### src/rtl/slpctl_pkg.sv
// Shared types for the sleep power controller.
// Assumes a two-bit sleep-mode field whose encoding is fixed by software.
package slpctl_pkg;
    typedef enum logic [1:0] {
        MODE_IDLE  = 2'b00,
        MODE_ADCNR = 2'b01,
        MODE_PDOWN = 2'b10,
        MODE_RSVD  = 2'b11
    } slp_mode_e;
endpackage

### src/rtl/bod_guard.sv
// Brown-out guard sequencer.
// Opens an unlock window on an 11 write, arms on a 10 write inside the window,
// then runs a countdown: a delay phase, followed by a live phase.
// Assumes wr_en marks a write aimed at the guard register only.
module bod_guard #(
    parameter int WIN  = 4,
    parameter int DLY  = 3,
    parameter int HOLD = 3
) (
    input  logic       clk,
    input  logic       rst_n,
    input  logic       wr_en,
    input  logic [1:0] wbits,
    output logic       unlock_open,
    output logic       arm_set,
    output logic       arm_live
);
    localparam int TOT = DLY + HOLD;
    localparam int WW  = $clog2(WIN + 1);
    localparam int TW  = $clog2(TOT + 1);

    logic [WW-1:0] win_cnt;
    logic [TW-1:0] arm_cnt;

    // Unlock window: loaded by the unlock pattern, cancelled by any other guard write.
    always_ff @(posedge clk) begin
        if (!rst_n)
            win_cnt <= '0;
        else if (wr_en)
            win_cnt <= (wbits == 2'b11) ? WW'(WIN) : '0;
        else if (win_cnt != '0)
            win_cnt <= win_cnt - 1'b1;
    end

    // Arm countdown: loaded by an in-window arming write, then runs down to zero.
    always_ff @(posedge clk) begin
        if (!rst_n)
            arm_cnt <= '0;
        else if (wr_en && wbits == 2'b10 && win_cnt != '0)
            arm_cnt <= TW'(TOT);
        else if (arm_cnt != '0)
            arm_cnt <= arm_cnt - 1'b1;
    end

    assign unlock_open = (win_cnt != '0);
    assign arm_set     = (arm_cnt != '0);
    assign arm_live    = (arm_cnt != '0) && (arm_cnt <= TW'(HOLD));
endmodule

### src/rtl/pwr_regs.sv
// Power control register: sleep enable and sleep mode.
// Assumes the top module has already decoded the write strobe for this register.
module pwr_regs
    import slpctl_pkg::*;
(
    input  logic      clk,
    input  logic      rst_n,
    input  logic      wr_en,
    input  logic      se_in,
    input  logic [1:0] mode_in,
    output logic      se,
    output slp_mode_e mode
);
    // Register update: a write replaces both fields.
    always_ff @(posedge clk) begin
        if (!rst_n) begin
            se   <= 1'b0;
            mode <= MODE_IDLE;
        end else if (wr_en) begin
            se   <= se_in;
            mode <= slp_mode_e'(mode_in);
        end
    end
endmodule

### src/rtl/sleep_fsm.sv
// Sleep state holder.
// Latches the brown-out and input-buffer decisions on sleep entry and keeps them
// until wake. Assumes wake has priority over a strobe on the same edge.
module sleep_fsm
    import slpctl_pkg::*;
(
    input  logic      clk,
    input  logic      rst_n,
    input  logic      sleep_strobe,
    input  logic      wake,
    input  logic      se,
    input  slp_mode_e mode,
    input  logic      guard_live,
    output logic      asleep,
    output logic      bod_off,
    output logic      buf_off
);
    // Sleep entry and exit: the decisions are frozen while asleep.
    always_ff @(posedge clk) begin
        if (!rst_n) begin
            asleep  <= 1'b0;
            bod_off <= 1'b0;
            buf_off <= 1'b0;
        end else if (wake) begin
            asleep  <= 1'b0;
            bod_off <= 1'b0;
            buf_off <= 1'b0;
        end else if (sleep_strobe && se && !asleep) begin
            asleep  <= 1'b1;
            bod_off <= guard_live;
            buf_off <= (mode == MODE_PDOWN);
        end
    end
endmodule

### src/rtl/sleep_power_ctrl.sv
// Top of the sleep power controller: register decode, readback, and submodules.
// Assumes at most one register write per cycle, and a single-cycle sleep strobe.
module sleep_power_ctrl
    import slpctl_pkg::*;
#(
    parameter int DATA_W    = 8,
    parameter int ADDR_W    = 1,
    parameter int GUARD_ADR = 0,
    parameter int PWR_ADR   = 1,
    parameter int SE_BIT    = 5,
    parameter int MODE_LSB  = 3,
    parameter int WIN       = 4,
    parameter int DLY       = 3,
    parameter int HOLD      = 3
) (
    input  logic              clk,
    input  logic              rst_n,
    input  logic [ADDR_W-1:0] reg_addr,
    input  logic [DATA_W-1:0] reg_wdata,
    input  logic              reg_we,
    output logic [DATA_W-1:0] reg_rdata,
    input  logic              sleep_strobe,
    input  logic              wake,
    output logic              sleep_active,
    output logic              bod_enable,
    output logic              inbuf_disable
);
    localparam logic [DATA_W-1:0] USED_MASK =
        DATA_W'(3) | (DATA_W'(1) << SE_BIT) | (DATA_W'(3) << MODE_LSB);

    logic      guard_wr, pwr_wr;
    logic      unlock_open, arm_set, arm_live;
    logic      se_q;
    slp_mode_e mode_q;
    logic      bod_off, buf_off;
    logic      unused_wbits;

    assign guard_wr     = reg_we && (reg_addr == ADDR_W'(GUARD_ADR));
    assign pwr_wr       = reg_we && (reg_addr == ADDR_W'(PWR_ADR));
    assign unused_wbits = ^(reg_wdata & ~USED_MASK);

    bod_guard #(.WIN(WIN), .DLY(DLY), .HOLD(HOLD)) u_guard (
        .clk(clk), .rst_n(rst_n), .wr_en(guard_wr), .wbits(reg_wdata[1:0]),
        .unlock_open(unlock_open), .arm_set(arm_set), .arm_live(arm_live)
    );

    pwr_regs u_regs (
        .clk(clk), .rst_n(rst_n), .wr_en(pwr_wr),
        .se_in(reg_wdata[SE_BIT]), .mode_in(reg_wdata[MODE_LSB +: 2]),
        .se(se_q), .mode(mode_q)
    );

    sleep_fsm u_fsm (
        .clk(clk), .rst_n(rst_n), .sleep_strobe(sleep_strobe), .wake(wake),
        .se(se_q), .mode(mode_q), .guard_live(arm_live),
        .asleep(sleep_active), .bod_off(bod_off), .buf_off(buf_off)
    );

    // Readback multiplexer: unused bits read zero.
    always_comb begin
        reg_rdata = '0;
        if (reg_addr == ADDR_W'(GUARD_ADR)) begin
            reg_rdata[1] = arm_set;
            reg_rdata[0] = unlock_open;
        end else if (reg_addr == ADDR_W'(PWR_ADR)) begin
            reg_rdata[SE_BIT]          = se_q;
            reg_rdata[MODE_LSB +: 2]   = mode_q;
        end
    end

    assign bod_enable    = !bod_off;
    assign inbuf_disable = buf_off;
endmodule

### config.mk
export PLATFORM = sky130hd
export DESIGN_NAME = sleep_power_ctrl
export DESIGN_NICKNAME = d
export VERILOG_FILES = /design/src/rtl/slpctl_pkg.sv /design/src/rtl/bod_guard.sv /design/src/rtl/pwr_regs.sv /design/src/rtl/sleep_fsm.sv /design/src/rtl/sleep_power_ctrl.sv
export SDC_FILE = /design/constraint.sdc
export NUM_CORES = 1
export LEC_CHECK = 0
export CAP_MARGIN = 20
export CORE_MARGIN = 2
export CORE_UTILIZATION = 35
export CTS_CLUSTER_SIZE = 28
export DETAILED_ROUTE_END_ITERATION = 8
export PLACE_DENSITY = 0.77
export SYNTH_ARGS = -nofsm -noshare
export SYNTH_HDL_FRONTEND = slang
export SYNTH_HIERARCHICAL = 1
export SYNTH_SLANG_ARGS = --single-unit
export TNS_END_PERCENT = 10
### constraint.sdc
create_clock -name clk -period 1.4 [get_ports clk]
set_input_delay 0.35 -clock clk [delete_from_list [all_inputs] [get_ports clk]]
set_output_delay 0.35 -clock clk [all_outputs]
set_load 0.02 [all_outputs]
; ---- Word level (Yosys, flattened, before mapping)
; Index checks and enable logic that the tools add are counted.
[totals]
register_bits = 12
inputBits = 14
out_inout_bits = 11
wordCells = 38
[op_classes]
add_sub_neg = 2
magnitude_cmp = 1
n_eq_ne = 3
mux = 7
n_bitwise = 2
reduce_logical = 15
[ops]
columns = operator, count
row1 = $mux W3, 6
row2 = $logic_and A1 B1 Y1, 7
row3 = $eq A2 B2 Y1 const B, 3
row4 = $reduce_bool A3 Y1, 2
row5 = $sub A3 B1 Y3 const B, 2
row6 = $reduce_bool A2 Y1, 2
row7 = $reduce_or A2 Y1, 2
row8 = $le A3 B2 Y1 const B, 1
row9 = $logic_not A1 Y1, 2
row10 = $mux W2, 1
row11 = $not A1 Y1, 2

; ---- Logic depth before layout (Yosys ltp)
; Gate-level depths: netlist (run 1).
[logic_depth]
ltp_word = 5
mapped_depth = 6
mapped_depth_nobuf = 6

; ---- Modules after synthesis
; The synthesis (run 1) kept the hierarchy.
[by_module_without_submodules]
columns = mod, instances, cells_each, area_per_inst_um2, seq_area_each_um2
row1 = bod_guard, 1, 36, 325.3, 120.1
row2 = sleep_fsm, 1, 12, 136.4, 60.1
row3 = pwr_regs, 1, 9, 108.9, 60.1
row4 = sleep_power_ctrl, 1, 12, 73.8, 0.0

; ---- Least setup slack after synthesis (run 1)
; OpenSTA, ideal clock, no wires.
[synth_timing]
kind = reg2out
from = register u_guard.win_cnt[0]
to = output reg_rdata[0]
arrival_time_ns = 1.113
t_required_ns = 1.050
slack_ns = -0.063
stages_incl_launch_ff = 5
n_path_buf = 0
cell_sequence = dfxtp_1 -> inv_1 -> ha_1 -> or2b_4 -> nor2b_1
[synth_via]
elab_chain_len = 2
[synth_lines]
columns = item, line
row1 = start: declaration, bod_guard.sv:22  ; logic [WW-1:0] win_cnt;
row2 = start signal: assignment, bod_guard.sv:30  ; win_cnt <= (wbits == 2'b11) ? WW'(WIN) : '0;
row3 = start signal: assignment, bod_guard.sv:32  ; win_cnt <= win_cnt - 1'b1;
row4 = $reduce_bool A3 Y1, bod_guard.sv:45  ; assign unlock_open = (win_cnt != '0);
row5 = net unlock_open, sleep_power_ctrl.sv:32  ; logic unlock_open, arm_set, arm_live;
row6 = $mux W2, sleep_power_ctrl.sv:62  ; if (reg_addr == ADDR_W'(GUARD_ADR)) begin
row7 = end: declaration, sleep_power_ctrl.sv:21  ; output logic [DATA_W-1:0] reg_rdata,
; The timed path passes the listed nets, and every way through them passes these cells.

; ---- Final worst setup path (run 1)
; Ends and elaborated chain as after synthesis.

==> qor.yml, run 1 <==
floorplanning:
  core-area_mm2: 0.00173
  die_x_um: 46.9
  die_area_mm2: 0.00220
  start_util: 0.373
  floorplan.die.height_um: 46.9
  ios: 25
  rows: 15
timing:
  fin_crit_ns: 1.65
  setup_ws_ns: -0.254
  maxSlewViolCount: 0
  hold_viol_final: 0
  clock_skew_ns: 0.00975
  rsz0062_at_grt: "true"
  setup_tns_ns: -0.646
  fmax_mhz: 605
  fin_crit_sh: 1.18
  setup_viol: 5
worst_hold_path:
  hold_start: "u_fsm/bod_off$_SDFFE_PP0P_"
  whs_endpoint: "u_fsm/bod_off$_SDFFE_PP0P_"
  worstHoldPathCells: 2
  hp-class: "reg -> reg"
cts:
  cts_tree: "built"
  clk_pin_slew_worst_paths_ns: 0.08
  cts_buffer_depth: 2
  clock-sinks: 12
  cts-root-buf: "clkbuf_4"
  cts_inserted_buffers: 3
  clk_latency_ns: 0.27
  h-tree-depth: 1
drt:
  ant_nets: 0
  drc_errors: 0
  via_count: 612
  avgRoutedWirePerCell_um: 11.1
  firstDrtPassIters: 4
  initialDrtViolationCount: 6
  drt-total-wl_um: 1470
  routed_via_density: 4.64
yosys:
  synth_area_leaders: "dfxtp_1 37%, mux2i_1 9.3%, ha_1 7.8%"
  synth-main-ff-cell: "dfxtp_1"
  synth_area_um2: 644
  synthDominantCellAreaShare: 0.373
  synth_cell_types: 28
  yosys_warnings: 6
  ys_top_cells_by_count: "12 x dfxtp_1, 7 x inv_1, 6 x mux2i_1, 6 x nor2b_1"
  async_reset_ff_frac: 0
  syn-mean-instance-area_um2: 9.34
  synthCells: 69
  synth_top_area_cell: "dfxtp_1"
  synth_edf_count: 0
  ys_seq_elements: 12
  synth_most_common_cell: "dfxtp_1"
  synth-seq-area-share: 0.373
setup_path:
  cp_slowest_cell: "dfxtp_2"
  worstPathCellList: "inv_2, ha_4, or2b_4, nor2b_4, buf_6"
  start_kind: "flop"
  critPathCaptureType: "primary output"
  reg2reg_depth: 7
  crit_family: "simple AND/OR/NAND/NOR gates"
  critical-path-max-stage-delay_ns: 0.33
  path_max_fanout: 2
  timing.rr.end: "u_guard/arm_cnt[1]$_SDFFE_PN0P_"
  worstReg2RegStart: "u_guard/arm_cnt[0]$_SDFFE_PP0P_"
  worst-path-buf-inv: 2
  critPathArrivalTime_ns: 1.30
  r2r_slack_ns: -0.11
  path_class: "reg -> out"
  critical_path_required_ns: 1.05
placed_design:
  portBuffers: 18
  place.gp.congestion: 0.707
  place_area_um2: 948
  preCtsSetupSlack_ns: -0.664
  dpl.hpwl_um: 1060
grt:
  grt_pass1_wl_um: 2390
  antenna_found_initial: 0
  grt_max_degree: 10
  grt-ovfl-total: 0
  grt_pass1_vias: 570
  grt_usage: 0.156
power_and_ir_drop:
  powerDensity_mw_per_mm2: 1580
  ir_worst_vdd_mv: 0.813
  p_total_mw: 1.65
  leakagePower_nw: 0.460
job:
  drv_cap: 0
cells_and_area:
  fill_cells: 161
  num_antenna_cells: 0
  nets: 126
  drive_gt1_frac: 0.402
  areaGrowthSynthToFinish_pct: 62.5
  stdcell_area_mm2: 0.00105
status:
  status: "finished with violations"
  violations: "setup timing"
-- kinds of logic after synthesis --
family | share of synthesized area
adder cells (fa/ha/maj) | 0.0777
buffers and inverters | 0.0816
XOR/XNOR | 0.0272
AND/OR/NAND/NOR | 0.274
AO/OA/AOI/OAI | 0.0680
other | 0.00582
multiplexers | 0.0932
flip-flops | 0.373
-- where the power goes --
group          internal [mW]  switching (mW)
sequential             0.411          0.0357
combinational          0.557           0.366
clock                  0.158           0.123
total                   1.13           0.525
-- metal layers --
metal | part of all wire | track usage
met5 | 0 | 0
met4 | 0.0082 | 0.0667
met3 | 0.043 | 0.0346
met2 | 0.54 | 0.288
met1 | 0.41 | 0.171
-- flip-flops by register name, summed over array words and instances, names as in the netlist --
register / flops
u_guard/arm_cnt: 3
u_guard/win_cnt: 3
u_regs/mode: 2
u_fsm/asleep: 1
u_fsm/bod_off: 1
u_fsm/buf_off: 1
u_regs/se: 1
-- layout make-up --
type	instances	area [um2]	area share
repair buffers	35	299	0.286
well taps	25	31.3	0.0299
flip-flops and latches	12	245	0.234
multi-input cells	48	403	0.385
clock buffers	4	36.3	0.0346
inverters	8	32.5	0.0311
-- stage by stage --
| step | instances | hold WS (ns) | utilization |
|---|---|---|---|
| floorplan | 71 | 0.426 | - |
| finish | 132 | 0.491 | 0.607 |
| global route | 132 | 0.505 | 0.607 |
| CTS | 130 | 0.495 | 0.603 |
| detailed placement | 125 | 0.481 | 0.549 |
| global placement | 125 | 0.474 | 0.549 |
-- worst min-delay path, stage by stage, from the launching register on --
cell      delay [ns]
dfxtp_1         0.31
nand3b_1        0.07
mux2i_1         0.06
-- worst max-delay path by stage --
stage | from | endpoint | slack (ns) | cells past startpoint
2_1_floorplan | u_guard/arm_cnt[0]$_SDFFE_PP0P_ | reg_rdata[1] | -0.06 | 5
3_3_place_gp | reg_addr | reg_rdata[4] | -0.63 | 3
3_5_place_dp | reg_addr | reg_rdata[5] | -0.66 | 3
4_1_cts | u_guard/arm_cnt[0]$_SDFFE_PP0P_ | reg_rdata[1] | -0.26 | 6
5_1_grt | u_guard/win_cnt[0]$_SDFFE_PN0P_ | reg_rdata[0] | -0.31 | 5
6_report | u_guard/win_cnt[0]$_SDFFE_PN0P_ | reg_rdata[0] | -0.25 | 5
-- placed cells by master (no fill, tap or decap), types with 2 or more instances in the layout --
cell type	n
a21oi_1	3
and2_1	4
buf_2	2
buf_4	17
buf_6	2
clkbuf_4	3
clkdlybuf4s15_2	2
clkdlybuf4s50_1	9
conb_1	3
dfxtp_1	8
dfxtp_2	4
dlygate4sd2_1	3
ha_1	2
ha_4	2
inv_1	3
inv_2	4
mux2i_1	6
nand3b_1	3
nor2_1	2
nor2b_1	4
nor2b_4	2
xnor2_1	2
-- timing repair --
action,CTS,global route
endpoints found under the setup margin,11,10
pin swaps,3,2
gates cloned,0,0
resized for setup,44,3
buffers inserted,1,2
hold buffers,0,0
No activity file was read; power rests on OpenSTA's default activity.
==> run 2: changes to the inputs <==
--- a/config.mk
+++ b/config.mk
@@ -6,11 +6,15 @@
 export NUM_CORES = 1
 export LEC_CHECK = 0
 export CAP_MARGIN = 20
+export CELL_PAD_IN_SITES_DETAIL_PLACEMENT = 1
+export CELL_PAD_IN_SITES_GLOBAL_PLACEMENT = 2
 export CORE_MARGIN = 2
-export CORE_UTILIZATION = 35
+export CORE_UTILIZATION = 21
 export CTS_CLUSTER_SIZE = 28
 export DETAILED_ROUTE_END_ITERATION = 8
-export PLACE_DENSITY = 0.77
+export PLACE_DENSITY = 0.79
+export SKIP_LAST_GASP = 1
+export SLEW_MARGIN = 15
 export SYNTH_ARGS = -nofsm -noshare
 export SYNTH_HDL_FRONTEND = slang
 export SYNTH_HIERARCHICAL = 1
==> qor.yml, run 2 (same netlist as run 1, synthesis figures left out) <==
status:
  status: "finished with violations"  # unchanged
  violations: "setup timing"  # unchanged
cts:
  cts_tree: "built"  # unchanged
  clk_pin_slew_worst_paths_ns: 0.10  # was 0.08 ns
  clk_latency_ns: 0.29  # was 0.27 ns
  cts_buffer_depth: 2  # unchanged
  h-tree-depth: 1  # unchanged
  cts_hold_repair.buffers: 0  # unchanged
  cts_inserted_buffers: 3  # unchanged
  cts-root-buf: "clkbuf_4"  # unchanged
  clock-sinks: 12  # unchanged
placed_design:
  portBuffers: 18  # unchanged
  preCtsSetupSlack_ns: -0.640  # was -0.664 ns
  dpl.hpwl_um: 1330  # was 1060 um
  place.gp.congestion: 0.741  # was 0.707
  placed_cells: 134  # was 125
  place_area_um2: 966  # was 948 um2
floorplanning:
  die_x_um: 59.4  # was 46.9 um
  rows: 20  # was 15
  ios: 25  # unchanged
  core-area_mm2: 0.00298  # was 0.00173 mm2
  start_util: 0.216  # was 0.373
  floorplan.die.height_um: 59.4  # was 46.9 um
  die_area_mm2: 0.00353  # was 0.00220 mm2
timing:
  fin_crit_sh: 1.22  # was 1.18
  rsz0062_at_grt: "true"  # unchanged
  hold_viol_final: 0  # unchanged
  clock_skew_ns: 0.0159  # was 0.00975 ns
  setup_tns_ns: -1.44  # was -0.646 ns
  maxSlewViolCount: 0  # unchanged
  whs_ns: 0.500  # was 0.491 ns
  setup_viol: 9  # was 5
  fin_crit_ns: 1.71  # was 1.65 ns
  setup_ws_ns: -0.314  # was -0.254 ns
  fmax_mhz: 583  # was 605 MHz
power_and_ir_drop:
  switching_share: 0.333  # was 0.318
  power_frac_clock: 0.187  # was 0.170
  switching_power_mw: 0.533  # was 0.525 mW
  p_total_mw: 1.60  # was 1.65 mW
  powerDensity_mw_per_mm2: 1520  # was 1580 mW/mm2
  ir_worst_vdd_mv: 0.277  # was 0.813 mV
  internal_power_mw: 1.07  # was 1.13 mW
  leakagePower_nw: 0.456  # was 0.460 nW
  pwr-share-comb: 0.534  # was 0.559
  power_frac_seq: 0.280  # was 0.271
grt:
  grt_max_degree: 10  # unchanged
  antenna_found_initial: 0  # unchanged
  grt_pass1_vias: 683  # was 570
  grt_pass1_wl_um: 2930  # was 2390 um
  grt_usage: 0.113  # was 0.156
  grt-ovfl-total: 0  # unchanged
drt:
  initialDrtViolationCount: 17  # was 6
  routed_via_density: 4.41  # was 4.64
  via_count: 618  # was 612
  avgRoutedWirePerCell_um: 12.2  # was 11.1 um
  drt-total-wl_um: 1710  # was 1470 um
  ant_nets: 0  # unchanged
  firstDrtPassIters: 2  # was 4
  drc_errors: 0  # unchanged
job:
  drv_cap: 0  # unchanged
setup_path:
  critPathArrivalTime_ns: 1.36  # was 1.30 ns
  worst-path-buf-inv: 3  # was 2
  critical_path_required_ns: 1.05  # about the same
  path_class: "reg -> out"  # unchanged
  path_max_fanout: 2  # unchanged
  critical-path-max-stage-delay_ns: 0.33  # about the same
  worstPathCellList: "or2_4, inv_4, ha_4, inv_2, nor2b_1, buf_4"  # was inv_2, ha_4, or2b_4, nor2b_4, buf_6
  critPathCaptureType: "primary output"  # unchanged
  crit_family: "simple AND/OR/NAND/NOR gates"  # unchanged
  start_kind: "flop"  # unchanged
  cp_slowest_cell: "dfxtp_2"  # unchanged
cells_and_area:
  areaGrowthSynthToFinish_pct: 63.7  # was 62.5%
  drive_gt1_frac: 0.364  # was 0.402
  layout_common_cells: "18 x buf_4, 12 x clkdlybuf4s50_1, 8 x dfxtp_1"  # was 17 x buf_4, 9 x clkdlybuf4s50_1, 8 x dfxtp_1
  stdcell_area_mm2: 0.00105  # about the same
  largestRegisters: "u_guard/arm_cnt x3, u_guard/win_cnt x3, u_regs/mode x2"  # unchanged
  finalCoreUtilization: 0.354  # was 0.607
  fin_cells: 140  # was 132
  layout_commonest_cell: "buf_4"  # unchanged
  ff_latch_area_um2: 245  # unchanged
  fill_cells: 354  # was 161
  nets: 126  # unchanged
  num_antenna_cells: 0  # unchanged
  multi_input_area_um2: 389  # was 403 um2
worst_hold_path:
  hp-class: "reg -> reg"  # unchanged
## run 2: power groups by stage
stage	Sequential, mW	Clock, mW	Combinational (mW)
floorplan	0.442	0	0.393
global placement	0.436	0	0.705
detailed placement	0.441	0	0.742
CTS	0.445	0.310	0.831
global route	0.453	0.322	0.937
finish	0.448	0.299	0.855
## run 2: area by class of cell
type / instances / share of cell area
Clock buffer: 4 / 0.0344
Multi-Input combinational cell: 48 / 0.369
Tap cell: 33 / 0.0391
Timing Repair Buffer: 35 / 0.294
Sequential cell: 12 / 0.233
Inverter: 8 / 0.0308
## run 2: worst register-to-register path, delay by kind of cell (launching register included)
family                     cells  cell delay (ns)
adders and majority gates      1             0.15
and+or+nand+nor                2             0.53
AOI/OAI and AO/OA              1             0.16
buffers and inverters          3             0.29
DFF                            1             0.34
## run 2: final timing paths
check | from | endpoint | slack, ns | cells past startpoint
hold reg to reg | u_fsm/buf_off$_SDFFE_PP0P_ | u_fsm/buf_off$_SDFFE_PP0P_ | 0.50 | 2
setup / recovery | u_guard/arm_cnt[0]$_SDFFE_PP0P_ | reg_rdata[1] | -0.31 | 6
setup reg to reg | u_guard/arm_cnt[0]$_SDFFE_PP0P_ | u_guard/arm_cnt[1]$_SDFFE_PN0P_ | -0.16 | 7
hold / removal | u_fsm/buf_off$_SDFFE_PP0P_ | u_fsm/buf_off$_SDFFE_PP0P_ | 0.50 | 2
## run 2: timing repair
action / in CTS / in global routing
buffers inserted: 1 / 1
gates resized for setup: 29 / 4
endpoints found under the hold margin: 0 / 0
pin swaps: 2 / 2
setup endpoints to repair: 11 / 13
## run 2: per-layer routing
metal  vias up  GRT usage  share of wire
li1        302          -              -
met1       293      0.119           0.43
met2        18      0.207           0.51
met3         5     0.0197          0.044
met4         0     0.0682          0.023
met5         -          0              0
==> run 3: changes to the inputs <==
--- a/config.mk
+++ b/config.mk
@@ -9,10 +9,10 @@
 export CELL_PAD_IN_SITES_DETAIL_PLACEMENT = 1
 export CELL_PAD_IN_SITES_GLOBAL_PLACEMENT = 2
 export CORE_MARGIN = 2
-export CORE_UTILIZATION = 21
+export CORE_UTILIZATION = 24
 export CTS_CLUSTER_SIZE = 28
 export DETAILED_ROUTE_END_ITERATION = 8
-export PLACE_DENSITY = 0.79
+export PLACE_DENSITY = 0.76
 export SKIP_LAST_GASP = 1
 export SLEW_MARGIN = 15
 export SYNTH_ARGS = -nofsm -noshare
==> constraint.sdc (replaced) <==
create_clock -name clk -period 1.8 [get_ports clk]
set_input_delay 0.45 -clock clk [delete_from_list [all_inputs] [get_ports clk]]
set_output_delay 0.45 -clock clk [all_outputs]
set_load 0.02 [all_outputs]
==> qor.yml, run 3 (same netlist as run 1, synthesis figures left out) <==
status:
  status: "finished clean"  # was finished with violations
grt:
  grt-ovfl-total: 0  # unchanged
  grt_pass1_vias: 626  # was 683
  grt_pass1_wl_um: 2770  # was 2930 um
  grt_usage: 0.112  # was 0.113
  antenna_found_initial: 0  # unchanged
  grt_max_degree: 8  # was 10
cells_and_area:
  finalCoreUtilization: 0.411  # was 0.354
  largestRegisters: "u_guard/arm_cnt x3, u_guard/win_cnt x3, u_regs/mode x2"  # unchanged
  layout_common_cells: "15 x buf_4, 12 x clkdlybuf4s50_1, 9 x dfxtp_1"  # was 18 x buf_4, 12 x clkdlybuf4s50_1, 8 x dfxtp_1
  areaGrowthSynthToFinish_pct: 59.6  # was 63.7%
  fill_cells: 308  # was 354
  fin_cells: 134  # was 140
  drive_gt1_frac: 0.346  # was 0.364
  nets: 123  # was 126
  layout_commonest_cell: "buf_4"  # unchanged
  num_antenna_cells: 0  # unchanged
timing:
  fin_crit_sh: 0.998
  fin_crit_ns: 1.80
  setup_viol: 0  # was 9
  rsz0062_at_grt: "true"  # unchanged
  maxSlewViolCount: 0  # unchanged
  clock_skew_ns: 0.00883  # was 0.0159 ns
  fmax_mhz: 557
  hold_viol_final: 0  # unchanged
cts:
  cts_inserted_buffers: 3  # unchanged
  clk_latency_ns: 0.28  # was 0.29 ns
  cts_tree: "built"  # unchanged
  cts-root-buf: "clkbuf_4"  # unchanged
  cts_buffer_depth: 2  # unchanged
  h-tree-depth: 1  # unchanged
  clock-sinks: 12  # unchanged
  clk_pin_slew_worst_paths_ns: 0.09  # was 0.10 ns
placed_design:
  portBuffers: 18  # unchanged
  placed_cells: 127  # was 134
  dpl.hpwl_um: 1260  # was 1330 um
  place.gp.congestion: 0.703  # was 0.741
floorplanning:
  ios: 25  # unchanged
  start_util: 0.258  # was 0.216
  floorplan.die.height_um: 55.8  # was 59.4 um
  die_x_um: 55.8  # was 59.4 um
  rows: 18  # was 20
  core-area_mm2: 0.00250  # was 0.00298 mm2
  die_area_mm2: 0.00312  # was 0.00353 mm2
setup_path:
  crit_family: "simple AND/OR/NAND/NOR gates"  # unchanged
  start_kind: "flop"  # unchanged
  critPathArrivalTime_ns: 1.35  # was 1.36 ns
  path_class: "reg -> out"  # unchanged
  worstPathCellList: "or2_4, inv_2, ha_4, inv_1, nor2b_1, buf_4"  # was or2_4, inv_4, ha_4, inv_2, nor2b_1, buf_4
  reg2reg_depth: 6  # was 7
  critPathCaptureType: "primary output"  # unchanged
  path_depth: 6  # unchanged
  critical-path-max-stage-delay_ns: 0.33  # about the same
  path_max_fanout: 2  # unchanged
  cp_slowest_cell: "dfxtp_2"  # unchanged
  worst-path-buf-inv: 3  # unchanged
  critical_path_required_ns: 1.35  # was 1.05 ns
power_and_ir_drop:
  ir_worst_vdd_mv: 0.509  # was 0.277 mV
  leakagePower_nw: 0.436  # was 0.456 nW
  powerDensity_mw_per_mm2: 1190  # was 1520 mW/mm2
drt:
  drt-total-wl_um: 1650  # was 1710 um
  routed_via_density: 4.43  # was 4.41
  via_count: 593  # was 618
  initialDrtViolationCount: 6  # was 17
  ant_nets: 0  # unchanged
  firstDrtPassIters: 3  # was 2
  avgRoutedWirePerCell_um: 12.3  # was 12.2 um
  drc_errors: 0  # unchanged
job:
  drv_cap: 0  # unchanged
worst_hold_path:
  worstHoldPathCells: 2  # unchanged
  hp-class: "reg -> reg"  # unchanged
run 3: metal layers:
metal | vias to the layer above | global-route usage | routed length (um)
li1 | 297 | - | -
met1 | 281 | 0.131 | 748
met2 | 11 | 0.194 | 822
met3 | 4 | 0.0326 | 56
met4 | 0 | 0.0408 | 21
met5 | - | 0 | 0
run 3: cell type report:
| cell class | count | area, um2 | share of cell area |
|---|---|---|---|
| multi-input cells | 48 | 394 | 0.383 |
| repair buffers | 32 | 287 | 0.279 |
| flip-flops and latches | 12 | 244 | 0.237 |
| well taps | 30 | 37.5 | 0.0365 |
| clock buffers | 4 | 36.3 | 0.0353 |
| inverters | 8 | 30.0 | 0.0292 |
run 3: tightest hold or removal path, cell delays in order, from the launching register on:
cell and delay (ns):
dfxtp_1 0.33, nand3b_1 0.08, mux2i_1 0.05
run 3: worst paths after layout:
kind | from | end | slack [ns]
setup / recovery | u_guard/arm_cnt[1]$_SDFFE_PN0P_ | reg_rdata[1] | 0.004
hold / removal | u_fsm/buf_off$_SDFFE_PP0P_ | u_fsm/buf_off$_SDFFE_PP0P_ | 0.50
setup reg to reg | u_guard/arm_cnt[0]$_SDFFE_PP0P_ | u_guard/arm_cnt[1]$_SDFFE_PN0P_ | 0.33
hold reg to reg | u_fsm/buf_off$_SDFFE_PP0P_ | u_fsm/buf_off$_SDFFE_PP0P_ | 0.50
run 3: per-stage QoR:
stage | worst slack [ns] | TNS (ns) | power [mW] | area, um2 | hold slack [ns]
after floorplan | 0.237 | 0 | 0.646 | 652 | 0.462
after global placement | -0.400 | -1.90 | 0.880 | 930 | 0.475
after detailed placement | -0.461 | -2.09 | 0.904 | 930 | 0.485
after CTS | -0.0530 | -0.0989 | 1.13 | 975 | 0.498
after global routing | -0.0448 | -0.0650 | 1.34 | 1030 | 0.542
final | 0.00361 | 0 | 1.23 | 1030 | 0.498
run 3: power by group:
group	total (mW)	switching, mW	leakage (nW)	internal (mW)
logic	0.657	0.269	0.316	0.388
clock network	0.224	0.101	0.0210	0.123
registers	0.347	0.0287	0.0991	0.318
total	1.23	0.399	0.436	0.829
run 3: timing repair:
action / in CTS / in global routing
buffers inserted: 1 / 2
gates resized for setup: 22 / 12
pin swaps: 0 / 1
hold buffers: 0 / 0
setup endpoints to repair: 5 / 2
